**src/rtl/hit_readout_channel.sv**
```systemverilog
module hit_readout_channel #(
  parameter int TAPS   = 32,
  parameter int ADDR_W = 5,
  parameter int OVF_W  = 8,
  localparam int IDX_W   = $clog2(TAPS),
  localparam int FRAME_W = ADDR_W + 2*IDX_W + 1,
  localparam int CNT_W   = $clog2(FRAME_W)
) (
  input  logic              clk,
  input  logic              rst_n,
  input  logic              rx_pulse,
  input  logic [TAPS-1:0]   fine_taps,
  input  logic [ADDR_W-1:0] grp_addr,
  output logic              ser_out,
  output logic              frame_valid,
  output logic              ready,
  output logic [OVF_W-1:0]  overflow_cnt
);

  typedef enum logic [1:0] {S_IDLE, S_LEAD, S_HELD, S_SHIFT} st_t;

  st_t               st;
  logic              rx_q;
  logic [TAPS-1:0]   lead_hr, trail_hr;
  logic [ADDR_W-1:0] addr_hr;
  logic [FRAME_W-1:0] sh;
  logic [CNT_W-1:0]  bit_cnt;

  function automatic logic [IDX_W:0] tap_encode(input logic [TAPS-1:0] t);
    logic [IDX_W:0] r;
    r = {1'b1, {IDX_W{1'b0}}};
    for (int i = TAPS-2; i >= 0; i--)
      if (t[i] && !t[i+1]) r = {1'b0, IDX_W'(i)};
    return r;
  endfunction

  wire rise = rx_pulse & ~rx_q;
  wire fall = ~rx_pulse & rx_q;

  wire [IDX_W:0] lead_enc  = tap_encode(lead_hr);
  wire [IDX_W:0] trail_enc = tap_encode(trail_hr);
  wire [FRAME_W-1:0] frame = {addr_hr, lead_enc[IDX_W-1:0], trail_enc[IDX_W-1:0],
                              lead_enc[IDX_W] | trail_enc[IDX_W]};

  assign ready       = (st == S_HELD) || (st == S_SHIFT);
  assign frame_valid = (st == S_SHIFT);
  assign ser_out     = frame_valid & sh[FRAME_W-1];

  always_ff @(posedge clk) begin
    if (!rst_n) begin
      st           <= S_IDLE;
      rx_q         <= 1'b0;
      lead_hr      <= '0;
      trail_hr     <= '0;
      addr_hr      <= '0;
      sh           <= '0;
      bit_cnt      <= '0;
      overflow_cnt <= '0;
    end else begin
      rx_q <= rx_pulse;
      if (rise && ready && overflow_cnt != {OVF_W{1'b1}})
        overflow_cnt <= overflow_cnt + 1'b1;
      case (st)
        S_IDLE: if (rise) begin
          lead_hr <= fine_taps;
          addr_hr <= grp_addr;
          st      <= S_LEAD;
        end
        S_LEAD: if (fall) begin
          trail_hr <= fine_taps;
          st       <= S_HELD;
        end
        S_HELD: begin
          sh      <= frame;
          bit_cnt <= '0;
          st      <= S_SHIFT;
        end
        S_SHIFT: begin
          if (bit_cnt == CNT_W'(FRAME_W-1)) begin
            st <= S_IDLE;
          end else begin
            bit_cnt <= bit_cnt + 1'b1;
            sh      <= {sh[FRAME_W-2:0], 1'b0};
          end
        end
        default: st <= S_IDLE;
      endcase
    end
  end

endmodule

```
**config.mk**
```make
export PLATFORM = sky130hd
export DESIGN_NAME = hit_readout_channel
export DESIGN_NICKNAME = d
export VERILOG_FILES = /design/src/rtl/hit_readout_channel.sv
export SDC_FILE = /design/constraint.sdc
export NUM_CORES = 1
export LEC_CHECK = 0
export ABC_AREA = 1
export BUFFER_PORTS_ARGS = -buffer_cell sky130_fd_sc_hd__buf_2
export CORE_MARGIN = 3
export CORE_UTILIZATION = 55
export DETAILED_ROUTE_END_ITERATION = 7
export PLACE_DENSITY = 0.83
export SLEW_MARGIN = 25
export SYNTH_ARGS = -nofsm -noshare
export SYNTH_HDL_FRONTEND = slang
export SYNTH_SLANG_ARGS = --single-unit
```
**constraint.sdc**
```tcl
create_clock -name clk -period 4.9 [get_ports clk]
set_clock_uncertainty 0.2 [all_clocks]
set_input_delay 0.245 -clock clk [delete_from_list [all_inputs] [get_ports clk]]
set_output_delay 0.245 -clock clk [all_outputs]
set_load 0.01 [all_outputs]
```
==> impl_metrics.yaml <==
outcome:
  status: "finished clean"
cts:
  cts-htree-levels: 3
  clk-insertion-delay-late_ns: 0.37
  clk_pin_slew_ns: 0.09
  clkSinkCount: 100
  ctsResizeCount: 0
  cts_tree: "yes"
  post-cts-setup-buffers: 0
  clockBufferDepth: 2
  cts_root_buf: "clkbuf_8"
  ctsHoldBuffers: 34
  numCtsBuffers: 9
detailed_routing:
  remaining_drc_errors: 0
  avgViaCountPerCell: 5.29
  wirelength_um: 12100
  wire_per_inst_um: 13.2
  drt_first_pass_iters: 5
  antenna_left: 0
  drt_iter0_drc: 316
  num_vias: 4829
timing:
  max-slew-margin-rel_pct: 54.0
  fin_setup_tns_ns: 0
  tightest_slew_ns: 0.690
  fin_crit_sh_pct: 53.0
  rsz0062_at_grt: "no"
  slew_viol_final: 0
  clock.fmax_ghz: 0.385
  finalHoldViolCount: 0
  setup_viol: 0
  finalCriticalPeriod_ns: 2.60
power:
  total_power_mw: 2.60
  power.density_nw_per_um2: 455
  p_leak_nw: 2.58
  peakVddDrop_uv: 242
logic_synthesis:
  avgSynthCellArea_um2: 6.60
  synth_top_family_by_area: "simple AND/OR/NAND/NOR gates"
  ys_ff_latch: 100
  yosysTopAreaCellShare_pct: 41.2
  synth-simple-area-share_pct: 22.5
  post-synth-top-area-cell: "dfxtp_1"
  synth_compound_gate_area_share_pct: 21.2
  ys_types: 28
  synth_seq_area_share_pct: 41.2
  muxShareOfSynthArea_pct: 0
  synth_cells: 735
  synthTopCellsByArea: "dfxtp_1, nand2_1, o21ai_0, inv_1, a21oi_1"
  synth-warning-count: 0
  syn-num-nets: 782
  synthAdderAreaFrac_pct: 1.80
  netlist_area_um2: 4850
  yosys.area_share.xor_xnor_pct: 0.541
die:
  die_area_um2: 9990
  start_util_pct: 57.9
  std_cell_rows: 33
  die_h_um: 100
  die_x_um: 100
  fp.coreArea_um2: 8380
  boundaryPins: 51
layout:
  layout_commonest_cell: "nand2_1"
  diodes: 0
  utilization_pct: 68.2
  multi_input_area_um2: 2240
  final_cells: 912
  n_fill_cell: 688
  area_delta_synth_final_pct: 17.8
  seq_area_um2: 2000
  drive_above_1_share_pct: 11.4
  final_cell_mix: "nand2_1, inv_1, dfxtp_1, o21ai_0, a21oi_1"
  fin_nets: 850
critical_path:
  crit_path_start_kind: "flop"
  rrSetupSlack_ns: 2.30
  crit-reg2reg-launch: "st[0]"
  r2r_cells: 8
  timing.rr.end: "bit_cnt[3]"
  end_kind: "flop"
  crit_start: "st[0]"
  worst-setup-path-type: "reg2reg"
  required_ns: 4.97
  cp.arrival_ns: 2.66
  critPathMaxFanout: 22
placement:
  dp_hpwl_um: 8220
  dp.cells: 863
  routabilityCongestion: 0.841
  io_buffers: 50
global_route:
  grt.met1_usage_pct: 31.0
  overflow: 0
  use_met3_pct: 5.07
  grt_pass1_vias: 4524
  grt_use_total_pct: 24.5
  grt_pass1_wl_um: 20100
  grt.busiest_layer: "met2"
  grt_max_degree: 87
  grt_antenna_before_repair: 0
  grt_use_met2_pct: 42.2
min_path:
  worstHoldEndpoint: "lead_hr[13]"
  min_from: "fine_taps[13]"
  min_path_cells: 3
  hold_path.class: "in2reg"
job:
  maxCapViolations: 0
[metrics by stage]
step	hold WS, ns	worst slack, ns	cell area [µm²]
after global placement	0.234	2.57	5140
after global routing	0.0323	2.15	5720
final	0.0113	2.30	5720
after detailed placement	0.241	2.46	5140
after CTS	0.000214	2.43	5720
after floorplan	0.138	3.06	4850
[cells in the mapped netlist (all sizes together)]
cell type	count
a211oi	2
a21o	1
a21oi	92
a31oi	5
and3	2
buf	5
clkbuf	25
dfxtp	100
ha	7
inv	132
nand2	154
nand3	30
nand3b	1
nand4	5
nor2	58
nor3	10
nor4	2
o21a	1
o21ai	99
or3b	1
xor2	3
[worst max-delay path, stage by stage, from the launching register on]
cell	delay (ns)
dfxtp_1	0.41
ha_1	0.61
nand2_1	0.36
nand2_2	0.36
inv_2	0.11
nor2_1	0.15
nand3_1	0.10
xor2_1	0.15
nor2_1	0.05
[worst max path at each step]
stage	end	slack (ns)	depth (start not counted)
finish	bit_cnt[3]	2.30	8
detailed placement	bit_cnt[3]	2.46	8
floorplan	overflow_cnt[7]	3.06	11
CTS	bit_cnt[3]	2.43	8
global route	bit_cnt[3]	2.15	8
global placement	bit_cnt[3]	2.57	8
[flip-flops by register name, summed over array words and instances, names as in the netlist]
name / cells
overflow_cnt: 8
rx_q: 1
lead_hr: 32
addr_hr: 5
sh: 16
trail_hr: 32
st: 2
bit_cnt: 4
[layout make-up]
| class | count | area share (%) |
|---|---|---|
| flip-flops and latches | 100 | 35.0 |
| clock inverters | 6 | 1.97 |
| repair buffers | 87 | 10.7 |
| clock buffers | 9 | 2.17 |
| multi-input cells | 473 | 39.2 |
| inverters | 132 | 8.66 |
| well taps | 105 | 2.30 |
[metal layers]
layer	up-vias	part of all wire (%)
li1	2468	-
met1	2198	44
met2	139	49
met3	24	5.0
met4	0	1.8
met5	-	0
[logic make-up after synthesis]
logic type / count (synthesis)
buffers and inverters: 162
and+or+nand+nor: 263
adders and majority gates: 7
AOI/OAI and AO/OA: 200
xor gates and xnor gates: 3
DFF: 100
[power by group]
group          switching, mW  internal, mW  total, mW  leakage (nW)
combinational          0.597         0.319      0.916          1.64
clock                  0.281         0.338      0.619         0.120
sequential            0.0906         0.977       1.07         0.817
total                  0.969          1.63       2.60          2.58
Power figures use the tool's default switching activity.
